--- config.mk ---
export PLATFORM = sky130hd
export DESIGN_NAME = pbuf_read_ctrl
export DESIGN_NICKNAME = d
export VERILOG_FILES = /design/src/rtl/pbuf_pkg.sv /design/src/rtl/pbuf_access_classify.sv /design/src/rtl/pbuf_latency_timer.sv /design/src/rtl/pbuf_page_store.sv /design/src/rtl/pbuf_read_ctrl.sv
export SDC_FILE = /design/constraint.sdc
export NUM_CORES = 1
export LEC_CHECK = 0
export BUFFER_PORTS_ARGS = -buffer_cell sky130_fd_sc_hd__buf_4
export CAP_MARGIN = 20
export CORE_MARGIN = 4
export CORE_UTILIZATION = 35
export CTS_CLUSTER_SIZE = 28
export DETAILED_ROUTE_END_ITERATION = 10
export GPL_TIMING_DRIVEN = 0
export HOLD_SLACK_MARGIN = 0.06
export SLEW_MARGIN = 20
export SYNTH_ARGS = -nofsm -noshare
export SYNTH_HDL_FRONTEND = slang
export SYNTH_SLANG_ARGS = --single-unit
--- constraint.sdc ---
create_clock -name clk -period 3.75 [get_ports clk]
set_input_delay 0.375 -clock clk [delete_from_list [all_inputs] [get_ports clk]]
set_output_delay 0.375 -clock clk [all_outputs]
set_load 0.03 [all_outputs]
--- src/rtl/pbuf_pkg.sv ---
package pbuf_pkg;

  // Kind of access decided for the current cycle
  typedef enum logic [1:0] {
    ACC_NONE  = 2'd0,
    ACC_FILL  = 2'd1,
    ACC_HIT   = 2'd2,
    ACC_ABORT = 2'd3
  } acc_kind_e;

endpackage

--- src/rtl/pbuf_access_classify.sv ---
module pbuf_access_classify
  import pbuf_pkg::*;
#(
  parameter int ADDR_W = 20,
  parameter int WSEL_W = 4,
  localparam int PAGE_W = ADDR_W - WSEL_W
) (
  input  logic              ce_n,
  input  logic              ce_n_q,
  input  logic [ADDR_W-1:0] addr,
  input  logic [ADDR_W-1:0] last_addr,
  input  logic              tag_ok,
  input  logic [PAGE_W-1:0] tag_page,
  input  logic              fill_busy,
  input  logic [PAGE_W-1:0] fill_page,
  output acc_kind_e         kind
);

  logic [PAGE_W-1:0] page_now;
  logic [PAGE_W-1:0] ref_page;
  logic              word_moved;

  assign page_now   = addr[ADDR_W-1:WSEL_W];
  assign ref_page   = fill_busy ? fill_page : tag_page;
  assign word_moved = addr[WSEL_W-1:0] != last_addr[WSEL_W-1:0];

  always_comb begin
    if (ce_n) begin
      kind = ACC_ABORT;
    end else if (ce_n_q) begin
      kind = ACC_FILL;          // enable just re-asserted
    end else if (!fill_busy && !tag_ok) begin
      kind = ACC_FILL;
    end else if (page_now != ref_page) begin
      kind = ACC_FILL;
    end else if (fill_busy) begin
      kind = ACC_NONE;          // word moves ride along with the load
    end else if (word_moved) begin
      kind = ACC_HIT;
    end else begin
      kind = ACC_NONE;
    end
  end

endmodule

--- src/rtl/pbuf_latency_timer.sv ---
module pbuf_latency_timer #(
  parameter int CNT_W = 3
) (
  input  logic             clk,
  input  logic             rst_n,
  input  logic             start,
  input  logic [CNT_W-1:0] start_val,
  input  logic             cancel,
  output logic             running,
  output logic             expire
);

  logic [CNT_W-1:0] cnt_q, cnt_d;
  logic             run_q, run_d;

  assign running = run_q;
  assign expire  = run_q && (cnt_q == '0);

  always_comb begin
    cnt_d = cnt_q;
    run_d = run_q;
    if (start) begin
      cnt_d = start_val;
      run_d = 1'b1;
    end else if (cancel) begin
      cnt_d = '0;
      run_d = 1'b0;
    end else if (expire) begin
      run_d = 1'b0;
    end else if (run_q) begin
      cnt_d = cnt_q - 1'b1;
    end
  end

  always_ff @(posedge clk or negedge rst_n) begin
    if (!rst_n) begin
      cnt_q <= '0;
      run_q <= 1'b0;
    end else begin
      cnt_q <= cnt_d;
      run_q <= run_d;
    end
  end

endmodule

--- src/rtl/pbuf_page_store.sv ---
module pbuf_page_store #(
  parameter int DATA_W = 16,
  parameter int WSEL_W = 4,
  localparam int WORDS = 1 << WSEL_W
) (
  input  logic                    clk,
  input  logic                    rst_n,
  input  logic                    load,
  input  logic [WORDS*DATA_W-1:0] page_in,
  input  logic [WSEL_W-1:0]       sel,
  output logic [DATA_W-1:0]       word_out
);

  logic [DATA_W-1:0] words_q [WORDS];

  for (genvar gi = 0; gi < WORDS; gi++) begin : g_word
    always_ff @(posedge clk or negedge rst_n) begin
      if (!rst_n) begin
        words_q[gi] <= '0;
      end else if (load) begin
        words_q[gi] <= page_in[gi*DATA_W +: DATA_W];
      end
    end
  end

  assign word_out = words_q[sel];

endmodule

--- src/rtl/pbuf_read_ctrl.sv ---
module pbuf_read_ctrl
  import pbuf_pkg::*;
#(
  parameter int ADDR_W = 20,
  parameter int DATA_W = 16,
  parameter int T_ACC  = 6,
  parameter int T_PACC = 2,
  localparam int WSEL_W = 4,
  localparam int WORDS  = 1 << WSEL_W,
  localparam int PAGE_W = ADDR_W - WSEL_W,
  localparam int CNT_W  = $clog2(T_ACC + 1)
) (
  input  logic                    clk,
  input  logic                    rst_n,
  input  logic                    ce_n,
  input  logic [ADDR_W-1:0]       addr,
  output logic [DATA_W-1:0]       rd_data,
  output logic                    rd_valid,
  output logic [PAGE_W-1:0]       arr_page,
  output logic                    arr_rd,
  input  logic [WORDS*DATA_W-1:0] arr_words
);

  localparam logic [CNT_W-1:0] LAT_FILL = CNT_W'(T_ACC - 1);
  localparam logic [CNT_W-1:0] LAT_HIT  = CNT_W'(T_PACC - 1);

  // registers
  logic              ce_n_q;
  logic [ADDR_W-1:0] last_addr_q;
  logic [PAGE_W-1:0] tag_page_q, fill_page_q;
  logic              tag_ok_q, valid_q;
  logic [WSEL_W-1:0] sel_q;
  acc_kind_e         pend_q;

  // next-state values
  logic [PAGE_W-1:0] tag_page_d, fill_page_d;
  logic              tag_ok_d, valid_d;
  logic [WSEL_W-1:0] sel_d;
  acc_kind_e         pend_d;

  acc_kind_e         kind;
  logic              fill_busy;
  logic              t_start, t_cancel, t_running, t_expire;
  logic [CNT_W-1:0]  t_val;
  logic              load_page;

  assign fill_busy = (pend_q == ACC_FILL);

  pbuf_access_classify #(
    .ADDR_W (ADDR_W),
    .WSEL_W (WSEL_W)
  ) u_classify (
    .ce_n      (ce_n),
    .ce_n_q    (ce_n_q),
    .addr      (addr),
    .last_addr (last_addr_q),
    .tag_ok    (tag_ok_q),
    .tag_page  (tag_page_q),
    .fill_busy (fill_busy),
    .fill_page (fill_page_q),
    .kind      (kind)
  );

  pbuf_latency_timer #(
    .CNT_W (CNT_W)
  ) u_timer (
    .clk       (clk),
    .rst_n     (rst_n),
    .start     (t_start),
    .start_val (t_val),
    .cancel    (t_cancel),
    .running   (t_running),
    .expire    (t_expire)
  );

  pbuf_page_store #(
    .DATA_W (DATA_W),
    .WSEL_W (WSEL_W)
  ) u_store (
    .clk      (clk),
    .rst_n    (rst_n),
    .load     (load_page),
    .page_in  (arr_words),
    .sel      (sel_q),
    .word_out (rd_data)
  );

  always_comb begin
    tag_page_d  = tag_page_q;
    fill_page_d = fill_page_q;
    tag_ok_d    = tag_ok_q;
    valid_d     = valid_q;
    pend_d      = pend_q;
    sel_d       = ce_n ? sel_q : addr[WSEL_W-1:0];
    t_start     = 1'b0;
    t_cancel    = 1'b0;
    t_val       = LAT_FILL;
    load_page   = 1'b0;
    unique case (kind)
      ACC_ABORT: begin
        t_cancel = 1'b1;
        tag_ok_d = 1'b0;
        valid_d  = 1'b0;
        pend_d   = ACC_NONE;
      end
      ACC_FILL: begin
        t_start     = 1'b1;
        t_val       = LAT_FILL;
        fill_page_d = addr[ADDR_W-1:WSEL_W];
        tag_ok_d    = 1'b0;
        valid_d     = 1'b0;
        pend_d      = ACC_FILL;
      end
      ACC_HIT: begin
        t_start = 1'b1;
        t_val   = LAT_HIT;
        valid_d = 1'b0;
        pend_d  = ACC_HIT;
      end
      default: begin
        if (t_expire && t_running) begin
          valid_d = 1'b1;
          pend_d  = ACC_NONE;
          if (pend_q == ACC_FILL) begin
            load_page  = 1'b1;
            tag_page_d = fill_page_q;
            tag_ok_d   = 1'b1;
          end
        end
      end
    endcase
  end

  always_ff @(posedge clk or negedge rst_n) begin
    if (!rst_n) begin
      ce_n_q      <= 1'b1;
      last_addr_q <= '0;
      tag_page_q  <= '0;
      fill_page_q <= '0;
      tag_ok_q    <= 1'b0;
      valid_q     <= 1'b0;
      sel_q       <= '0;
      pend_q      <= ACC_NONE;
    end else begin
      ce_n_q      <= ce_n;
      last_addr_q <= addr;
      tag_page_q  <= tag_page_d;
      fill_page_q <= fill_page_d;
      tag_ok_q    <= tag_ok_d;
      valid_q     <= valid_d;
      sel_q       <= sel_d;
      pend_q      <= pend_d;
    end
  end

  assign rd_valid = valid_q;
  assign arr_page = fill_page_q;
  assign arr_rd   = fill_busy;

endmodule

==> Yosys cells after proc, flatten, opt, wreduce, memory -nomap -nowiden <==
Index checks and enable logic that the tools add are counted.
Widths: inputs -> output; s select.
{ "totals": {"input_bits": 279, "mem_bits_ro": 0, "output_inout_bits": 34, "ramBits": 0, "register_bits": 305, "word_cells": 86, "n_memories": 0, "latchBits": 0} }
{ "op_classes": {"n_div": 0, "muxes": 30, "add_sub_neg": 1, "bitwise_logic": 3, "n_reduce_logical": 18, "eq_ne": 7, "n_lt_le_gt_ge": 1, "shift": 0, "n_mul": 0} }
{ "ops": {"columns": ["cell", "count"], "rows": [
  ["$bmux 16 s4", 1],
  ["$mux 16", 3],
  ["$ne 16x16->1", 1],
  ["$mux 3", 5],
  ["$mux 2", 7],
  ["$mux 1", 12],
  ["$pmux 2 s3", 1],
  ["$reduce_bool 2->1", 3],
  ["$reduce_bool 3->1", 2],
  ["$ge 5x5->1 const B", 1],
  ["$not 4->5", 1],
  ["$eq 2x1->1 const B", 2],
  ["$eq 2x2->1 const B", 2],
  ["$ne 4x4->1", 1],
  ["$reduce_and 2->1", 2],
  ["$reduce_bool 4->1", 1],
  ["$reduce_or 2->1", 2],
  ["$logic_and 1x1->1", 3],
  ["$logic_not 3->1", 1],
  ["$ne 3x3->1 const B", 1],
  ["$reduce_and 3->1", 1],
  ["$reduce_or 3->1", 1],
  ["$sub 3x1->3 const B", 1],
  ["$logic_not 1->1", 2],
  ["2 further kinds", 3]
]} }

==> Longest topological paths before layout <==
{ "logic_depth": {"depth_word": 12, "mapped_depth": 14, "mapped_depth_nobuf": 11} }

==> Hierarchy <==
Synthesis repeated with hierarchy kept, for this count alone.
{ "unflattened": {"hier_cells": 868, "area_unflattened_um2": 14258.7} }
{ "by_module_without_submodules": {"columns": ["module", "n_inst", "seq_area_each_um2", "cells_per_inst", "area_per_inst_um2"], "rows": [
  ["pbuf_page_store", 1, 6406.1, 677, 11402.2],
  ["pbuf_read_ctrl", 1, 1527.7, 123, 2184.6],
  ["pbuf_access_classify", 1, 0.0, 49, 447.9],
  ["pbuf_latency_timer", 1, 100.1, 19, 224.0]
]} }

==> Worst setup path after synthesis <==
OpenSTA, ideal clock, no wires.
{ "synth_timing": {"path_kind": "register to register", "startpoint": "register fill_page_q[15] (netlist: arr_page[15])", "endpoint": "register tag_page_q[10]", "setup_time_ps": 128, "t_required_ps": 3622, "period_less_slack_ps": 2907, "arrival_ps": 2780, "n_path_buf": 2, "stages_incl_launch_ff": 12, "setup_slack_ps": 843, "cell_sequence": "dfrtp_1 nor2b_1 a2111o_1 nor3_1 o32a_1 and2_1 a31oi_1 ha_1 nand4_1 clkbuf_1 buf_2 mux2_1"} }
{ "synth_via": {"elab_chain_len": 10, "word_cells_on_any_way": 12, "cone_classes": "eq/ne: 4; mux: 5; bitwise: 1; reduce/logical: 2"} }
{ "synth_rtl": {"columns": ["element", "line", "text"], "rows": [
  ["start: declaration", "pbuf_read_ctrl.sv:30", "logic [PAGE_W-1:0] tag_page_q, fill_page_q;"],
  ["start signal: assignment", "pbuf_read_ctrl.sv:148", "fill_page_q <= fill_page_d;"],
  ["$mux 16 (*)", null, null],
  ["$ne 16x16->1 (*)", "pbuf_access_classify.sv:34", "end else if (page_now != ref_page) begin"],
  ["$mux 2 (*)", "pbuf_access_classify.sv:34", null],
  ["$mux 2 (*)", "pbuf_access_classify.sv:32", "end else if (!fill_busy && !tag_ok) begin"],
  ["$mux 2 (*)", "pbuf_access_classify.sv:30", "end else if (ce_n_q) begin"],
  ["$mux 2 (*)", "pbuf_access_classify.sv:28", "if (ce_n) begin"],
  ["$eq 2x2->1 / $eq 2x1->1 (equally long branches)", "pbuf_read_ctrl.sv:99", "unique case (kind)"],
  ["$reduce_or 3->1 (no source line) (*)", null, null],
  ["$not 1->1 (no source line) (*)", null, null],
  ["$reduce_and 2->1 (no source line) (*)", null, null],
  ["end signal: assignment", "pbuf_read_ctrl.sv:147", "tag_page_q <= tag_page_d;"],
  ["end: declaration", "pbuf_read_ctrl.sv:30", null]
]} }
Mark *: on every way between the ends. The rest lies on a longest branch, timed or not.
A chain may end at the register's enable or synchronous reset.

==> Final worst setup path <==
{ "layout_timing": {"startpoint": "register sel_q[1]", "endpoint": "output rd_data[7]"} }
{ "layout_via": {"elab_chain_len": 4} }
{ "layout_rtl": {"columns": ["element", "line", "text"], "rows": [
  ["start: declaration", "pbuf_read_ctrl.sv:32", "logic [WSEL_W-1:0] sel_q;"],
  ["start signal: assignment", "pbuf_read_ctrl.sv:151", "sel_q <= sel_d;"],
  ["$not 4->5 (not written as such)", "pbuf_page_store.sv:26", "assign word_out = words_q[sel];"],
  ["$bmux 16 s4", "pbuf_page_store.sv:26", null],
  ["$mux 16 (not written as such) (2 in series)", "pbuf_page_store.sv:26", null],
  ["end: declaration", "pbuf_read_ctrl.sv:17", "output logic [DATA_W-1:0] rd_data,"]
]} }
Every way passes these cells. The select of a mux whose other input is x is not followed.

==> metrics <==
Vias per Instance 4.94; Final Max Slew Viols 0; # rows 72; Post-synth EDFFs 0; I/O pins 313; syn_nets 1143; Core Util, Final 53.6%; Cells after Synth 858; count leader, synth dfrtp_1; Fmax 0.274 GHz; Detailed Place HPWL 33.0 mm; Core ar. 0.0389 sq mm; clk sinks 305; Slew Limit Headroom 38.5%; top cell type's share of synthesized area 54.9%; design area 0.0209 sq mm; crit path from sel_q[1]; Max VDD drop 0.289 mV; CTS root buf clkbuf_16; Initial Util 35.6%; CP Capture Point rd_data[7]; grt ovf 0; final hold violation count 0; Sum Neg Setup Slack 0 ns; Synth cell types 56; DR WL/cell 22.8 um; CTS tree built; drt initial violations 466; Die Wd 207 um; Nets 1760; Reg2Reg Setup Slack 0.22 ns; Syn Area/Cell 16.2 sq um; worst min path class input port to register; gpl congestion 0.794; WS Path Type register to output port; crit end category output port; initial antenna violation count 6; # setup viols final 0; hold_sp addr[4]; clk_skew 0.0122 ns; slew of the pin with the lowest slew margin 0.923 ns; Reg-to-Reg Start pend_q[0]; number of global-route vias before repair 11200; fin crit period 3.65 ns; H-tree depth 2; Register-to-Register Path Depth 13; via count 10000; crit share post-route 97.3%; Clk Latency, worst-skew pair 0.54 ns; RSZ-0062 raised after global routing yes; CP required 3.38 ns; R2R Path End u_store.words_q[94]; CP Data Arrival Time 3.27 ns; global-route wire length before repair 69.1 mm; IO Port Bufs 312; Seq cells post-synth 305; Clock Pin Slew Worst Setup and Hold Paths 0.06 ns; share of layout cells above drive strength 1 35.1%; CP startpoint kind register; area delta synth->final 50.6%; die height 207 um; Synth area leaders dfrtp_1 (55%), mux2_1 (22%), mux4_2 (13%); Cell Pwr Density 379 mW/mm^2; Synth async-reset ratio 100%; Seq/Total Area, Yosys 55.1%; total track usage 21.8%; dpl cell area 0.0169 sq mm; CTS buffer count 37; Post-route DRC 0; drt total wl 46.3 mm; Top FF cell, synth dfrtp_1; Syn Std Cell Area 0.0139 sq mm; crit-path max FO 10; top post-synthesis cells by count dfrtp_1 (304), mux2_1 (269), mux4_2 (80); Leakage 10.5 nW; die area 0.0428 sq mm; area leader, netlist dfrtp_1; outcome finished, final reports clean; largest net degree at the start of global routing 92; max cap viols 0; DR pass1 iterations 4; Synthesis Warnings 0; Longest Clk Path Bufs 3; Detail Route Antenna Nets 0
metal layers:
metal | wire [um] | part of all wire, % | GRT usage, %
met5 | 26 | 0.056 | 0
met4 | 796 | 1.7 | 4.49
met3 | 2680 | 5.8 | 4.81
met2 | 22600 | 49 | 37.0
met1 | 20100 | 43 | 29.0
critical path, cell delays in order, from the launching register on:
cell and delay (ns):
dfrtp_1 0.34, clkbuf_1 0.56, clkbuf_1 0.66, mux4_2 0.48
mux4_2 0.49, buf_4 0.19
cell families after synthesis:
group | share of synthesized area (%)
xor gates and xnor gates | 0.885
muxes | 36.7
buffers and inverters | 2.41
DFF | 55.1
AOI/OAI and AO/OA | 2.44
adders and majority gates | 0.542
and+or+nand+nor | 1.93
worst min path at each step:
stage / endpoint / cells past startpoint
CTS: arr_page[10] / 2
detailed placement: u_store.words_q[245] / 1
floorplan: arr_page[0] / 0
global route: arr_page[0] / 3
finish: arr_page[0] / 3
global placement: u_store.words_q[120] / 1
sequential cells by signal (all words and copies together), names as in the netlist:
| register | cells |
|---|---|
| ce_n_q | 1 |
| last_addr_q | 4 |
| u_timer.cnt_q | 3 |
| sel_q | 4 |
| arr_page | 16 |
| tag_page_q | 16 |
| u_store.words_q | 256 |
| tag_ok_q | 1 |
| rd_valid | 1 |
| u_timer.running | 1 |
| pend_q | 2 |
final cells by class:
cell class	instances	area, sq um
Inverter	20	77.6
Clock inverter	14	133
Fill cell	3272	18000
Sequential cell	305	7630
Multi-Input combinational cell	479	5890
Clock buffer	54	1100
Tap cell	518	648
Timing Repair Buffer	579	5080
Antenna cell	5	12.5
Buffer	53	298
power breakdown:
part | internal, mW | switching [mW] | leakage, nW
Sequential | 3.32 | 0.0280 | 4.20
Combinational | 0.520 | 0.406 | 5.68
Clock | 2.19 | 1.45 | 0.609
metrics by stage:
step	worst slack (ns)	power (mW)	hold slack [ns]	cells
after detailed placement	-0.106	4.11	0.374	1691
after floorplan	0.843	3.66	0.0794	858
after global routing	-0.00176	8.22	0.0709	2026
after global placement	-0.616	4.09	0.468	1688
final	0.100	7.91	0.0876	2027
after CTS	0.0169	8.01	0.0629	2022
placed cells by master (no fill, tap or decap), types with 4 or more instances in the layout:
cell             n
buf_4          318
dfrtp_1        304
mux2_1         269
dlygate4sd3_1  262
mux4_2          80
clkbuf_16       39
buf_2           19
inv_1           18
clkbuf_1        18
mux2_2          17
nand2_1         12
xnor2_1         11
clkbuf_4        10
nor2b_1          8
clkinv_2         8
clkbuf_8         7
a21oi_1          6
clkbuf_2         6
ha_1             6
diode_2          5
nand2b_1         5
nor3_1           5
mux2i_1          5
o21ai_0          5
nor2_1           4
o22ai_1          4
repair_timing:
| action | CTS | global route |
|---|---|---|
| gates resized for setup | 8 | 16 |
| endpoints found under the setup margin | 235 | 133 |
| hold endpoints to repair | 325 | 1 |
| setup buffers | 2 | 0 |
| hold buffers | 261 | 1 |
Note: power is estimated with default switching activity, not from simulation.
